File: config.mk
export PLATFORM = sky130hd
export DESIGN_NAME = qpc_top
export DESIGN_NICKNAME = d
export VERILOG_FILES = /design/src/rtl/qpc_pkg.sv /design/src/rtl/qpc_sync.sv /design/src/rtl/qpc_edge.sv /design/src/rtl/qpc_counter.sv /design/src/rtl/qpc_top.sv
export SDC_FILE = /design/constraint.sdc
export NUM_CORES = 1
export LEC_CHECK = 0
export CORE_ASPECT_RATIO = 1.4
export CORE_MARGIN = 2
export CORE_UTILIZATION = 55
export CTS_CLUSTER_SIZE = 8
export DETAILED_ROUTE_END_ITERATION = 16
export DONT_BUFFER_PORTS = 1
export PLACE_DENSITY = 0.81
export SETUP_SLACK_MARGIN = 0.5
export SLEW_MARGIN = 20
export SYNTH_ARGS = -nofsm -noshare
export SYNTH_HDL_FRONTEND = slang
export SYNTH_SLANG_ARGS = --single-unit
File: constraint.sdc
create_clock -name clk -period 2.9 [get_ports clk]
set_input_delay 0.29 -clock clk [delete_from_list [all_inputs] [get_ports clk]]
set_output_delay 0.29 -clock clk [all_outputs]
set_load 0.01 [all_outputs]
File: src/rtl/qpc_pkg.sv
package qpc_pkg;

    typedef struct packed {
        logic a;
        logic b;
    } phase_t;

    typedef enum logic [1:0] {
        EV_NONE = 2'd0,
        EV_UP   = 2'd1,
        EV_DOWN = 2'd2
    } step_e;

    // Gray-coded phase pair to a two-bit binary quarter index
    function automatic logic [1:0] phase_to_bin(phase_t s);
        return {s.a, s.a ^ s.b};
    endfunction

    // Counting point: A toggles while B is low on both samples
    function automatic step_e classify(phase_t prev, phase_t cur);
        step_e r;
        r = EV_NONE;
        if (!prev.b && !cur.b) begin
            if (prev.a && !cur.a)
                r = EV_UP;
            else if (!prev.a && cur.a)
                r = EV_DOWN;
        end
        return r;
    endfunction

endpackage

File: src/rtl/qpc_sync.sv
module qpc_sync #(
    parameter int N      = 3,
    parameter int STAGES = 2
) (
    input  logic         clk,
    input  logic         rst,
    input  logic [N-1:0] d,
    output logic [N-1:0] q
);
    generate
        for (genvar i = 0; i < N; i++) begin : g_bit
            logic [STAGES-1:0] chain;
            always_ff @(posedge clk) begin
                if (rst)
                    chain <= '0;
                else
                    chain <= {chain[STAGES-2:0], d[i]};
            end
            assign q[i] = chain[STAGES-1];
        end
    endgenerate
endmodule

File: src/rtl/qpc_edge.sv
module qpc_edge
    import qpc_pkg::*;
#(
    parameter int WARM = 3
) (
    input  logic   clk,
    input  logic   rst,
    input  phase_t cur,
    input  logic   z_cur,
    output phase_t held,
    output step_e  evt,
    output logic   idx_rise
);
    localparam int FW = $clog2(WARM + 1);

    logic [FW-1:0] fill;
    logic          armed;
    logic          z_q;

    assign armed = (fill == FW'(WARM));

    always_ff @(posedge clk) begin
        if (rst) begin
            fill <= '0;
            held <= '0;
            z_q  <= 1'b0;
        end else begin
            if (!armed)
                fill <= fill + FW'(1);
            held <= cur;
            z_q  <= z_cur;
        end
    end

    assign evt      = armed ? classify(held, cur) : EV_NONE;
    assign idx_rise = armed && z_cur && !z_q;

    AST_B_HIGH_QUIET: assert property (@(posedge clk) disable iff (rst)
        (cur.b || held.b) |-> (evt == EV_NONE));

    AST_NO_EVT_ON_STILL_A: assert property (@(posedge clk) disable iff (rst)
        (cur.a == held.a) |-> (evt == EV_NONE));
endmodule

File: src/rtl/qpc_counter.sv
module qpc_counter
    import qpc_pkg::*;
#(
    parameter int W = 8
) (
    input  logic         clk,
    input  logic         rst,
    input  step_e        evt,
    input  logic         load,
    input  logic [W-1:0] preset,
    output logic [W-1:0] cnt,
    output logic         up_q,
    output logic         dn_q
);
    always_ff @(posedge clk) begin
        if (rst) begin
            cnt  <= '0;
            up_q <= 1'b0;
            dn_q <= 1'b0;
        end else begin
            up_q <= 1'b0;
            dn_q <= 1'b0;
            if (load) begin
                cnt <= preset;
            end else begin
                case (evt)
                    EV_UP: begin
                        cnt  <= cnt + W'(1);
                        up_q <= 1'b1;
                    end
                    EV_DOWN: begin
                        cnt  <= cnt - W'(1);
                        dn_q <= 1'b1;
                    end
                    default: ;
                endcase
            end
        end
    end

    AST_UP_STEP: assert property (@(posedge clk) disable iff (rst)
        up_q |-> (cnt == $past(cnt) + W'(1)));

    AST_DN_STEP: assert property (@(posedge clk) disable iff (rst)
        dn_q |-> (cnt == $past(cnt) - W'(1)));

    AST_LOAD_WINS: assert property (@(posedge clk) disable iff (rst)
        load |=> (cnt == $past(preset) && !up_q && !dn_q));

    AST_IDLE_HOLD: assert property (@(posedge clk) disable iff (rst)
        (!load && evt == EV_NONE) |=> $stable(cnt));

    AST_PULSE_EXCL: assert property (@(posedge clk) disable iff (rst)
        !(up_q && dn_q));

    AST_UP_ONE_CLK: assert property (@(posedge clk) disable iff (rst)
        up_q |=> !up_q);
endmodule

File: src/rtl/qpc_top.sv
module qpc_top
    import qpc_pkg::*;
#(
    parameter int W      = 8,
    parameter int STAGES = 2
) (
    input  logic         clk,
    input  logic         rst,
    input  logic         enc_a,
    input  logic         enc_b,
    input  logic         enc_z,
    input  logic [W-1:0] preset,
    output logic [W+1:0] position,
    output logic         up_pulse,
    output logic         dn_pulse
);
    localparam int WARM = STAGES + 1;

    logic [2:0]   raw;
    logic [2:0]   syn;
    phase_t       cur;
    phase_t       held;
    step_e        evt;
    logic         idx_rise;
    logic [W-1:0] cnt;

    assign raw = {enc_z, enc_a, enc_b};

    qpc_sync #(.N(3), .STAGES(STAGES)) i_sync (
        .clk (clk),
        .rst (rst),
        .d   (raw),
        .q   (syn)
    );

    assign cur.a = syn[1];
    assign cur.b = syn[0];

    qpc_edge #(.WARM(WARM)) i_edge (
        .clk      (clk),
        .rst      (rst),
        .cur      (cur),
        .z_cur    (syn[2]),
        .held     (held),
        .evt      (evt),
        .idx_rise (idx_rise)
    );

    qpc_counter #(.W(W)) i_cnt (
        .clk    (clk),
        .rst    (rst),
        .evt    (evt),
        .load   (idx_rise),
        .preset (preset),
        .cnt    (cnt),
        .up_q   (up_pulse),
        .dn_q   (dn_pulse)
    );

    assign position = {cnt, phase_to_bin(held)};

    AST_LOW_BITS_FOLLOW: assert property (@(posedge clk) disable iff (rst)
        1'b1 |=> (position[1:0] == {$past(cur.a), $past(cur.a) ^ $past(cur.b)}));

    AST_DN_ONE_CLK: assert property (@(posedge clk) disable iff (rst)
        dn_pulse |=> !dn_pulse);
endmodule

Word-level counts from Yosys, hierarchy flattened
Cells that the tools add are included.
{"block": "totals", "register_bits": 21, "output_inout_bits": 12, "rom_bits": 0, "ram_bits": 0, "input_bits": 13, "elab_cells": 37, "mem_count": 0, "latchBits": 0}
{"block": "classes", "mul": 0, "order_cmp": 0, "div": 0, "eq_ne": 3, "n_addsub": 3, "n_shift": 0, "bitwise": 1, "muxes": 8, "n_reduce_logical": 12}
{"op": "8-bit one-hot mux with 2 select lines", "count": 1}
{"op": "8-bit by 1-bit adder with 8-bit output (second input constant)", "count": 1}
{"op": "2-bit two-way mux", "count": 4}
{"op": "8-bit two-way mux", "count": 1}
{"op": "8-bit by 1-bit subtractor with 8-bit output (second input constant)", "count": 1}
{"op": "1-bit logical AND", "count": 5}
{"op": "1-bit logical NOT", "count": 5}
{"op": "2-bit equality test (second input constant)", "count": 2}
{"op": "3-bit nonzero test", "count": 1}
{"op": "2-bit by 1-bit adder with 2-bit output (second input constant)", "count": 1}
{"op": "2-bit by 1-bit equality test with 1-bit output (second input constant)", "count": 1}
{"op": "1-bit two-way mux", "count": 2}
{"op": "2-bit OR reduction", "count": 1}
{"op": "1-bit bitwise XOR", "count": 1}

Longest topological paths before layout
Gate-level depths: netlist (run 1).
{"block": "logic_depth", "ltp_word": 9, "ltp_mapped": 12, "mapped_depth_nobuf": 12}

By module
Synthesis (run 1) repeated with hierarchy kept, for this count alone.
{"block": "hier_totals", "hier_cells": 111, "hier_area_um2": 1029.7}
{"module": "qpc_counter", "cells_per_inst": 76, "seq_area_each_um2": 200.2, "n_inst": 1, "area_per_inst_um2": 629.4}
{"module": "qpc_edge", "cells_per_inst": 19, "seq_area_each_um2": 100.1, "n_inst": 1, "area_per_inst_um2": 211.5}
{"module": "qpc_sync", "cells_per_inst": 15, "seq_area_each_um2": 120.1, "n_inst": 1, "area_per_inst_um2": 180.2}
{"module": "qpc_top", "cells_per_inst": 1, "seq_area_each_um2": 0.0, "n_inst": 1, "area_per_inst_um2": 8.8}

Worst setup path before layout (run 1)
Ideal clock, no wire load.
{"block": "synth_timing", "path_type": "reg-to-reg", "start": "register i_edge.fill[0]", "end": "register i_cnt.cnt[7]", "stages_incl_launch_ff": 12, "setup_ns": 0.062, "n_path_buf": 0, "setup_slack_ns": 0.244, "arrival_ns": 2.595, "required_time_ns": 2.838, "synth_period_minus_slack_ns": 2.656, "cell_sequence": "dfxtp_1 > ha_1 > and2_1 > nand3b_1 > inv_1 > ha_1 > ha_1 > a211oi_1 > or3_1 > and3_1 > or4_1 > nand3_1"}
{"block": "synth_between", "elab_chain_cells": 5, "word_cells_on_any_way": 9, "cone_classes": "eq/ne: 3; mux: 3; reduce/logical: 3"}
{"element": "from (decl)", "line_no": "qpc_edge.sv:16", "rtl": "logic [FW-1:0] fill;"}
{"element": "from (signal assigned)", "line_no": "qpc_edge.sv:29", "rtl": "fill <= fill + FW'(1);"}
{"element": "2-bit equality test (*)", "line_no": "qpc_edge.sv:20", "rtl": "assign armed = (fill == FW'(WARM));"}
{"element": "2-bit two-way mux", "line_no": "qpc_edge.sv:35", "rtl": "assign evt = armed ? classify(held, cur) : EV_NONE;"}
{"element": "2-bit equality test or 2-bit by 1-bit equality test with 1-bit output (tied branches)", "line_no": "qpc_counter.sv:26", "rtl": "case (evt)"}
{"element": "8-bit one-hot mux with 2 select lines", "line_no": "qpc_counter.sv:26"}
{"element": "8-bit two-way mux", "line_no": "qpc_counter.sv:23", "rtl": "if (load) begin"}
{"element": "to (signal assigned)", "line_no": "qpc_counter.sv:24", "rtl": "cnt <= preset;"}
{"element": "to (signal assigned)", "line_no": "qpc_counter.sv:28", "rtl": "cnt <= cnt + W'(1);"}
{"element": "to (signal assigned)", "line_no": "qpc_counter.sv:32", "rtl": "cnt <= cnt - W'(1);"}
{"element": "to (decl)", "line_no": "qpc_counter.sv:11", "rtl": "output logic [W-1:0] cnt,"}
Every way passes the cells marked *; elsewhere a longest branch is shown, timed or not.
A chain may end at the register's enable or synchronous reset.

Final worst setup path (run 1)
Same ends and word-level chain as after synthesis.

==> results by group, run 1 <==
STA
  – RSZ-0062 raised after global routing: true
  – Final worst path period share: 86.4%
  – Final hold violations: 0
  – Final worst setup slack: 0.393 ns
  – Rel. slew slack: 61.2%
  – Slew Viols, Final: 0
  – Measured slew at the worst slew-check pin: 0.580 ns
  – Final setup viols: 0
  – Crit path time final: 2.51 ns
  – F_max: 399 MHz
  – Setup Skew: 0.00325 ns
  – Setup TNS Final: 0 ns

Global route
  – Global-route wire length before repair: 4350 um
  – Initial antenna violation count: 0
  – Global Route Usage Sum: 23.1%
  – Largest net degree at the start of global routing: 24
  – Vias in the first global route: 1018
  – Total gr overflow: 0

Detailed routing
  – Final wirelength: 2680 um
  – Post-detailed-route wirelength per cell: 16.4 um
  – Final ANT Viol Nets: 0
  – Via count: 1014
  – DRC Markers: 0
  – DRT iter0 DRCs: 17
  – TritonRoute pass-1 iters: 6
  – Via/cell ratio: 6.18

Critical path
  – Worst reg2reg endpoint: i_cnt.cnt[7]$_SDFFE_PP0P_
  – FF-to-FF Start: i_edge.fill[0]$_SDFFE_PP0P_
  – WS Path Type: register to register
  – R2R Setup Slk: 0.39 ns
  – Critical-path maximum fanout: 7
  – Crit path capture type: register
  – Arr. time, crit path: 2.78 ns
  – Worst Setup SP: i_edge.fill[0]$_SDFFE_PP0P_
  – R2R cell count: 10
  – Worst Setup Start Kind: register
  – Worst Path Required: 3.17 ns

Synth
  – Most numerous cell in the Yosys netlist: dfxtp_1
  – Sequential element share of the synthesized area: 36.5%
  – Mapped Cells: 134
  – Async set-reset flop share out of synthesis: 0%
  – Share of the synthesized area in the top cell type: 36.5%
  – Synth Flop Type: dfxtp_1
  – Synth area leader: dfxtp_1
  – Avg Cell Area, Syn: 8.60 um^2
  – Synthesized area: 1150 um^2
  – Post-synth EDFFs: 0
  – Most area-consuming cells after synthesis: dfxtp_1 36%, ha_1 9.8%, nor2b_1 6.0%
  – Syn nets: 157
  – Synth top cells by count: 21 x dfxtp_1, 11 x nor2_1, 11 x nor2b_1
  – Yosys warning total: 0
  – Seq cells post-synth: 21
  – Post-synthesis cell type count: 34

Clocking
  – Reg clk slew, reported paths: 0.12 ns
  – Clk Latency, worst-skew pair: 0.32 ns
  – Clock tree buffer depth: 2
  – Clock Sinks: 21
  – Num CTS Buffers: 3
  – Clk root buf: clkbuf_4
  – H-tree depth: 1
  – TritonCTS clock tree: done

Hold path
  – Worst Hold Depth: 1
  – Hold path startpoint: rst
  – Worst min path class: input port to register
  – Hold EP: i_sync.g_bit[2].chain[0]$_SDFF_PP0_

Placement
  – Final RePlAce weighted congestion: 0.767
  – DP Cell Count: 150
  – Detailed placer's ending HPWL: 1830 um
  – IO Port Bufs: 0
  – Dpl ws: 0.355 ns

Finish
  – Final Non-Filler Cells: 164
  – Multi-input logic area: 835 um^2
  – Final Core Density: 71.3%
  – Inserted Diodes: 0
  – Fill cells: 151
  – FF/Latch Area: 423 um^2
  – Share of layout cells above drive strength 1: 25.2%
  – Net count, final: 167
  – Area growth, synth to finish: 22.1%

Power
  – Share of power burned in registers: 60.2%
  – Power, Total: 0.525 mW
  – Combinational cell fraction of total power: 11.6%
  – Clock power share: 28.2%
  – Internal: 0.392 mW
  – IR drop worst, VDD: 309 uV
  – PD cells: 373 nW/um^2
  – Sw power: 0.133 mW
  – Sw frac: 25.3%
  – Leakage: 0.518 nW

Floorplanning
  – Starting density of the core: 58.4%
  – Die area: 2480 um^2
  – Core footprint: 1970 um^2
  – Ports: 25
  – Rows: 19
  – Die height: 58.2 um
  – Chip Width: 42.7 um

Run
  – Max-cap violations: 0

Run status
  – Status: completed
final cells by class:
type	count	share of cell area, %
Clock buffer	4	1.87
Inverter	6	1.60
Multi-Input combinational cell	102	59.3
Sequential cell	21	30.0
Tap cell	21	1.87
Timing Repair Buffer	10	5.33
per-stage QoR:
step	area, um^2	hold WS [ns]
6_report	1410	0.0205
4_1_cts	1370	0.0193
5_1_grt	1410	0.0107
3_5_place_dp	1250	0.362
3_3_place_gp	1250	0.358
2_1_floorplan	1250	0.414
how the worst max path moves through the flow:
stage,endpoint,slack (ns),cells past startpoint
4_1_cts,i_cnt.cnt[7]$_SDFFE_PP0P_,0.43,10
3_5_place_dp,i_cnt.cnt[6]$_SDFFE_PP0P_,0.36,12
5_1_grt,i_cnt.cnt[7]$_SDFFE_PP0P_,0.34,10
6_report,i_cnt.cnt[7]$_SDFFE_PP0P_,0.39,10
3_3_place_gp,i_cnt.cnt[7]$_SDFFE_PP0P_,0.43,11
2_1_floorplan,i_cnt.cnt[7]$_SDFFE_PP0P_,0.54,11
sequential cells by signal, summed over array words and instances, names as in the netlist:
| name | count |
|---|---|
| i_edge.held | 2 |
| i_cnt.dn_q | 1 |
| i_cnt.up_q | 1 |
| i_edge.z_q | 1 |
| i_sync.g_bit.chain | 6 |
| i_cnt.cnt | 8 |
| i_edge.fill | 2 |
per-layer routing:
| layer | wire (um) | vias up | track usage (%) |
|---|---|---|---|
| met2 | 1350 | 35 | 41.1 |
| met5 | 0 | - | 0 |
| met4 | 75 | 0 | 13.4 |
| li1 | - | 485 | - |
| met1 | 1110 | 485 | 25.5 |
| met3 | 144 | 9 | 3.43 |
logic make-up (layout without fill, tap and decap cells):
kind of cell | count (synthesis) | in the layout | synth area share (%)
simple gates | 57 | 57 | 26.2
flops | 21 | 21 | 36.5
fa+ha+maj | 10 | 10 | 11.5
compound gates | 28 | 28 | 16.2
buf+inv | 11 | 20 | 3.91
mux | 4 | 4 | 3.47
xor+xnor | 3 | 3 | 2.28
cell usage in the layout, fill, tap and decap left out, drive strengths merged, types with 2 or more instances in the layout:
| master | instances |
|---|---|
| a211oi | 4 |
| a21o | 2 |
| a21oi | 7 |
| a311oi | 2 |
| buf | 10 |
| clkbuf | 4 |
| dfxtp | 21 |
| ha | 9 |
| inv | 6 |
| mux2i | 4 |
| nand2 | 10 |
| nand2b | 4 |
| nand3 | 2 |
| nand3b | 3 |
| nor2 | 11 |
| nor2b | 11 |
| nor3 | 7 |
| nor3b | 3 |
| o211ai | 2 |
| o21ai | 6 |
| or3 | 2 |
| xor2 | 2 |
critical path, stage by stage, from the launching register on:
cell,delay (ns)
dfxtp_2,0.37
ha_4,0.14
and2_4,0.14
nand3b_1,0.14
ha_4,0.27
ha_4,0.30
a211oi_4,0.06
or3_4,0.40
and3_4,0.16
or4_4,0.41
nand3_2,0.07
power by group through the flow:
stage               clock [mW]  sequential [mW]  combinational [mW]
finish                   0.148            0.316              0.0607
global placement             0            0.322              0.0480
CTS                      0.150            0.316              0.0597
detailed placement           0            0.323              0.0513
global route             0.157            0.318              0.0674
floorplan                    0            0.321              0.0463
repair_timing:
| item | CTS | global route |
|---|---|---|
| setup buffers | 8 | 2 |
| setup endpoints to repair | 3 | 3 |
| endpoints found under the hold margin | 0 | 0 |
| resized for setup | 7 | 5 |
| hold buffers | 0 | 0 |
| pin swaps | 7 | 5 |
(Power assumes the default switching activity.)
==> run 2, diff against run 1 <==
Settings changed: CELL_PAD_IN_SITES_DETAIL_PLACEMENT set to 0, CELL_PAD_IN_SITES_GLOBAL_PLACEMENT set to 2, CORE_UTILIZATION 55 to 36, PLACE_DENSITY 0.81 to 0.88, TNS_END_PERCENT set to 1.
==> run 2 against run 1 <==
  * Clock power up 29%
  * Design area about the same
  * Sequential power is essentially flat
  * Critical path type unchanged
  * Highest routed layer unchanged
==> results by group, run 2 (synthesized netlist as in run 1, its figures left out) <==
Global route
  – Initial antenna violation count: 0 (unchanged)
  – Global-route wire length before repair: 4510 um (+3.8%)
  – Total gr overflow: 0 (unchanged)
  – Global Route Usage Sum: 16.3% (-6.8 points)
  – Vias in the first global route: 953 (-6.4%)
  – Largest net degree at the start of global routing: 24 (unchanged)

Floorplanning
  – Chip Width: 51.8 um (+21%)
  – Starting density of the core: 37.3% (-21 points)
  – Core footprint: 3090 um^2 (+57%)
  – Die area: 3680 um^2 (+48%)
  – Die height: 70.9 um (+22%)
  – Rows: 24 (+5)
  – Ports: 25 (unchanged)

Detailed routing
  – DRC Markers: 0 (unchanged)
  – DRT iter0 DRCs: 18 (+1)
  – Via count: 968 (-4.5%)
  – Post-detailed-route wirelength per cell: 14.9 um (-8.9%)
  – Via/cell ratio: 5.38 (-13%)
  – Final ANT Viol Nets: 0 (unchanged)
  – Final wirelength: 2680 um (about the same)
  – TritonRoute pass-1 iters: 4 (-2)

STA
  – Final setup viols: 0 (unchanged)
  – Setup Skew: 0.00117 ns (-0.00208 ns)
  – Final worst path period share: 86.6% (+0.19 points)
  – Final worst setup slack: 0.388 ns (-0.00539 ns)
  – Setup TNS Final: 0 ns (unchanged)
  – RSZ-0062 raised after global routing: true
  – Measured slew at the worst slew-check pin: 0.575 ns (-0.00517 ns)
  – WHS: 0.0918 ns (+0.0713 ns)
  – Final hold violations: 0 (unchanged)
  – Rel. slew slack: 61.5% (+0.35 points)
  – F_max: 398 MHz (-0.21%)
  – Slew Viols, Final: 0 (unchanged)
  – Crit path time final: 2.51 ns (+0.00539 ns)

Finish
  – Largest Register: i_cnt.cnt
  – Share of layout cells above drive strength 1: 22.0% (-3.2 points)
  – Biggest regs: i_cnt.cnt x8, i_sync.g_bit.chain x6
  – Most frequent cells in the layout: 19 x dfxtp_1, 11 x nor2_1, 10 x nand2_1, 10 x nor2b_1, 8 x buf_4
  – Final Non-Filler Cells: 180 (+9.8%)
  – Commonest non-fill, non-tap cell in the layout: dfxtp_1
  – Inserted Diodes: 0 (unchanged)
  – Final Core Density: 45.6% (-26 points)
  – Max FFs per register: 8 (unchanged)
  – Post-route cell area: 1410 um^2 (about the same)
  – Net count, final: 165 (-1.2%)
  – Area growth, synth to finish: 22.3% (about the same)

Hold path
  – Worst min path class: input port to register
  – Hold EP: i_edge.fill[1]$_SDFFE_PP0P_
  – Hold path startpoint: rst
  – Worst Hold Depth: 1 (unchanged)

Placement
  – Cell Area, Placed: 1280 um^2 (+1.8%)
  – DP Cell Count: 168 (+12%)
  – Final RePlAce weighted congestion: 0.831 (+8.3%)
  – Detailed placer's ending HPWL: 1900 um (+4.1%)
  – Dpl ws: 0.325 ns (-0.0306 ns)
  – IO Port Bufs: 0 (unchanged)

Run
  – Max-cap violations: 0 (unchanged)

Clocking
  – Clk root buf: clkbuf_8
  – Clock Sinks: 21 (unchanged)
  – Num CTS Buffers: 3 (unchanged)
  – H-tree depth: 1 (unchanged)
  – Clock tree buffer depth: 2 (unchanged)
  – Clk Latency, worst-skew pair: 0.26 ns (-0.06 ns)
  – Reg clk slew, reported paths: 0.08 ns (-0.04 ns)
  – TritonCTS clock tree: done

Critical path
  – R2R cell count: 12 (+2)
  – WS Path Type: register to register
  – Worst reg2reg endpoint: i_cnt.cnt[7]$_SDFFE_PP0P_
  – FF-to-FF Start: i_edge.fill[0]$_SDFFE_PP0P_
  – Worst Setup Start Kind: register
  – Critical-path maximum fanout: 7 (unchanged)
  – Worst Path Required: 3.10 ns (-0.07 ns)
  – R2R Setup Slk: 0.39 ns (about the same)
  – Arr. time, crit path: 2.72 ns (-0.06 ns)
  – Crit path capture type: register

Power
  – Power, Total: 0.565 mW (+7.6%)
  – IR drop worst, VDD: 374 uV (+21%)
  – Leakage: 0.510 nW (-1.6%)
  – PD cells: 401 nW/um^2 (+7.5%)

Run status
  – Status: completed
[run 2: metal layers]
metal / vias up / GRT usage, % / wire [um]
met5: - / 0 / 0
met4: 0 / 5.26 / 33
met3: 4 / 4.01 / 116
met2: 19 / 28.8 / 1420
met1: 464 / 18.8 / 1120
li1: 481 / - / -
[run 2: worst max-delay path by stage]
stage / end / cells past startpoint / startpoint / slack, ns
finish: i_cnt.cnt[7]$_SDFFE_PP0P_ / 12 / i_edge.fill[0]$_SDFFE_PP0P_ / 0.39
global route: i_cnt.cnt[6]$_SDFFE_PP0P_ / 12 / i_edge.fill[0]$_SDFFE_PP0P_ / 0.29
CTS: i_cnt.cnt[7]$_SDFFE_PP0P_ / 10 / i_edge.fill[0]$_SDFFE_PP0P_ / 0.42
detailed placement: i_cnt.cnt[6]$_SDFFE_PP0P_ / 12 / i_edge.fill[1]$_SDFFE_PP0P_ / 0.32
global placement: i_cnt.cnt[7]$_SDFFE_PP0P_ / 11 / i_edge.fill[1]$_SDFFE_PP0P_ / 0.41
floorplan: i_cnt.cnt[7]$_SDFFE_PP0P_ / 11 / i_edge.fill[0]$_SDFFE_PP0P_ / 0.54
[run 2: worst max-delay path, cell delays in order, from the launching register on]
cell,delay [ns]
dfxtp_2,0.34
ha_4,0.16
and2_4,0.15
nand3b_1,0.12
inv_2,0.06
ha_4,0.22
buf_4,0.15
ha_4,0.26
nand2_1,0.04
or3_4,0.33
and3_4,0.16
or4_1,0.39
nand3_1,0.08
[run 2: timing repair]
item / in CTS / in global routing
endpoints found under the setup margin: 3 / 3
hold endpoints to repair: 0 / 0
gates resized for setup: 6 / 1
pin swaps: 5 / 6
hold buffers: 0 / 0
buffers inserted: 4 / 4
cloned: 0 / 0
[run 2: cell type report]
cell class	instances	area [um^2]
well taps	39	48.8
repair buffers	8	60.1
clock inverters	1	5.00
flip-flops and latches	21	423
multi-input cells	102	808
inverters	6	22.5
fillers	314	1680
clock buffers	3	41.3
[run 2: power by group]
part           internal (mW)  total (mW)  switching (mW)
clock                 0.0957       0.191          0.0952
combinational         0.0334      0.0580          0.0246
sequential             0.303       0.316          0.0129
==> run 3, diff against run 2 <==
Settings changed: BUFFER_PORTS_ARGS set to -buffer_cell sky130_fd_sc_hd__buf_2, CORE_UTILIZATION 36 to 31, DONT_BUFFER_PORTS 1 to unset.
==> run 3 against run 2 <==
  * Fmax grew 0.24%
  * Core utilization grew 0.43 points
  * Worst setup slack gained 0.0061 ns
  * Global-route usage shrank 1.9 points
  * Largest cell class unchanged
  * Clock power is essentially flat
  * Via count grew 15%
==> results by group, run 3 (synthesized netlist as in run 1, its figures left out) <==
Run status
  – Status: completed

Finish
  – Inserted Diodes: 0 (unchanged)
  – Final Core Density: 46.0% (+0.43 points)
  – Fill cells: 350 (+11%)
  – Commonest non-fill, non-tap cell in the layout: buf_2
  – Largest Register: i_cnt.cnt
  – Most frequent cells in the layout: 24 x buf_2, 19 x dfxtp_1, 18 x buf_4
  – Share of layout cells above drive strength 1: 39.5% (+18 points)
  – Area growth, synth to finish: 44.1%
  – Multi-input logic area: 840 um^2 (+3.9%)
  – Biggest regs: i_cnt.cnt x8, i_sync.g_bit.chain x6
  – Post-route cell area: 1660 um^2 (+18%)
  – Net count, final: 201 (+22%)
  – FF/Latch Area: 423 um^2 (unchanged)
  – Max FFs per register: 8 (unchanged)

Detailed routing
  – DRC Markers: 0 (unchanged)
  – Via/cell ratio: 5.09 (-5.4%)
  – Final wirelength: 2990 um (+11%)
  – Via count: 1114 (+15%)
  – TritonRoute pass-1 iters: 4 (unchanged)
  – DRT iter0 DRCs: 34 (+16)
  – Post-detailed-route wirelength per cell: 13.6 um (-8.5%)
  – Final ANT Viol Nets: 0 (unchanged)

Power
  – Leakage: 0.680 nW (+33%)
  – Share of power burned in registers: 53.8% (-2.2 points)
  – IR drop worst, VDD: 292 uV (-22%)
  – PD cells: 352 nW/um^2 (-12%)
  – Sw frac: 23.7% (+0.22 points)
  – Clock power share: 32.5% (-1.3 points)
  – Combinational cell fraction of total power: 13.7% (+3.4 points)
  – Sw power: 0.138 mW (+4.3%)
  – Internal: 0.446 mW (+3.1%)

Critical path
  – Crit path capture type: register
  – Worst Path Required: 3.02 ns (-0.08 ns)
  – Arr. time, crit path: 2.63 ns (-0.09 ns)
  – Critical-path maximum fanout: 2 (-5)
  – R2R Setup Slk: 0.39 ns (about the same)
  – Worst Setup Start Kind: register
  – WS Path Type: register to register

Global route
  – Vias in the first global route: 1101 (+16%)
  – Global Route Usage Sum: 14.4% (-1.9 points)
  – Largest net degree at the start of global routing: 24 (unchanged)
  – Total gr overflow: 0 (unchanged)
  – Global-route wire length before repair: 4950 um (+9.6%)
  – Initial antenna violation count: 0 (unchanged)

Hold path
  – Worst min path class: input port to register

Placement
  – Cell Area, Placed: 1400 um^2 (+9.7%)
  – IO Port Bufs: 24 (+24)
  – Final RePlAce weighted congestion: 0.879 (+5.8%)
  – Detailed placer's ending HPWL: 2020 um (+6.4%)

Clocking
  – Reg clk slew, reported paths: 0.08 ns (about the same)
  – Clock Sinks: 21 (unchanged)
  – Clock tree buffer depth: 2 (unchanged)
  – Clk Latency, worst-skew pair: 0.25 ns (about the same)
  – TritonCTS clock tree: done
  – H-tree depth: 1 (unchanged)
  – Num CTS Buffers: 3 (unchanged)
  – Clk root buf: clkbuf_8

STA
  – Slew Viols, Final: 0 (unchanged)
  – RSZ-0062 raised after global routing: true
  – Crit path time final: 2.51 ns (-0.00610 ns)
  – Measured slew at the worst slew-check pin: 0.691 ns (+0.116 ns)
  – Final hold violations: 0 (unchanged)
  – Final setup viols: 0 (unchanged)
  – Setup Skew: 0.00262 ns (+0.00146 ns)
  – Setup TNS Final: 0 ns (unchanged)
  – Final worst path period share: 86.4% (-0.21 points)
  – F_max: 399 MHz (+0.24%)
  – Rel. slew slack: 53.8% (-7.8 points)

Floorplanning
  – Rows: 26 (+8.3%)
  – Ports: 25 (unchanged)
  – Die area: 4230 um^2 (+15%)
  – Starting density of the core: 31.9% (-5.3 points)
  – Core footprint: 3610 um^2 (+17%)
  – Die height: 76.1 um (+7.3%)
  – Chip Width: 55.5 um (+7.2%)

Run
  – Max-cap violations: 0 (unchanged)
[run 3: critical path, cell delays in order, from the launching register on]
cell	delay, ns
dfxtp_2	0.36
ha_4	0.13
and2_4	0.13
nand3b_1	0.11
buf_4	0.16
buf_4	0.12
buf_4	0.12
buf_4	0.12
buf_4	0.12
buf_4	0.13
buf_4	0.12
buf_4	0.12
buf_4	0.12
buf_4	0.12
buf_6	0.11
ha_4	0.14
nor3b_2	0.14
[run 3: per-layer routing]
layer	GRT usage (%)	wire length, um	vias up
met5	0	0	-
met4	5.37	42	0
met3	2.38	88	4
met2	26.2	1600	25
met1	16.5	1260	525
li1	-	-	560
[run 3: path summary, 6_finish.rpt]
check,startpoint,to,cells after the start
max,i_edge.fill[1]$_SDFFE_PP0P_,i_cnt.up_q$_SDFF_PP0_,16
max reg2reg,i_edge.fill[1]$_SDFFE_PP0P_,i_cnt.up_q$_SDFF_PP0_,16
min,enc_z,i_sync.g_bit[2].chain[0]$_SDFF_PP0_,2
min reg2reg,i_sync.g_bit[1].chain[0]$_SDFF_PP0_,i_sync.g_bit[1].chain[1]$_SDFF_PP0_,1
[run 3: power by group through the flow]
stage | Clock (mW) | Combinational (mW) | Sequential (mW)
2_1_floorplan | 0 | 0.0463 | 0.321
4_1_cts | 0.195 | 0.0765 | 0.314
6_report | 0.190 | 0.0801 | 0.314
5_1_grt | 0.207 | 0.0879 | 0.316
3_5_place_dp | 0 | 0.0672 | 0.321
3_3_place_gp | 0 | 0.0654 | 0.321
[run 3: per-stage QoR]
step           instances  power [mW]  setup slack (ns)  hold slack (ns)
5_1_grt              219       0.611             0.341            0.243
3_5_place_dp         195       0.388             0.341            0.428
2_1_floorplan        134       0.367             0.540            0.414
4_1_cts              214       0.585             0.421            0.239
6_report             219       0.584             0.394            0.238
3_3_place_gp         195       0.386             0.388            0.423
[run 3: cell type report]
class | count | area share, %
multi-input cells | 102 | 50.6
well taps | 42 | 3.17
flip-flops and latches | 21 | 25.5
repair buffers | 44 | 16.7
inverters | 6 | 1.36
clock buffers | 4 | 2.71
[run 3: timing repair]
| item | 4_1_cts | 5_1_grt |
|---|---|---|
| endpoints found under the hold margin | 0 | 0 |
| pin swaps | 7 | 9 |
| endpoints found under the setup margin | 3 | 4 |
| resized for setup | 6 | 9 |
| hold buffers | 0 | 0 |
| setup buffers | 15 | 5 |
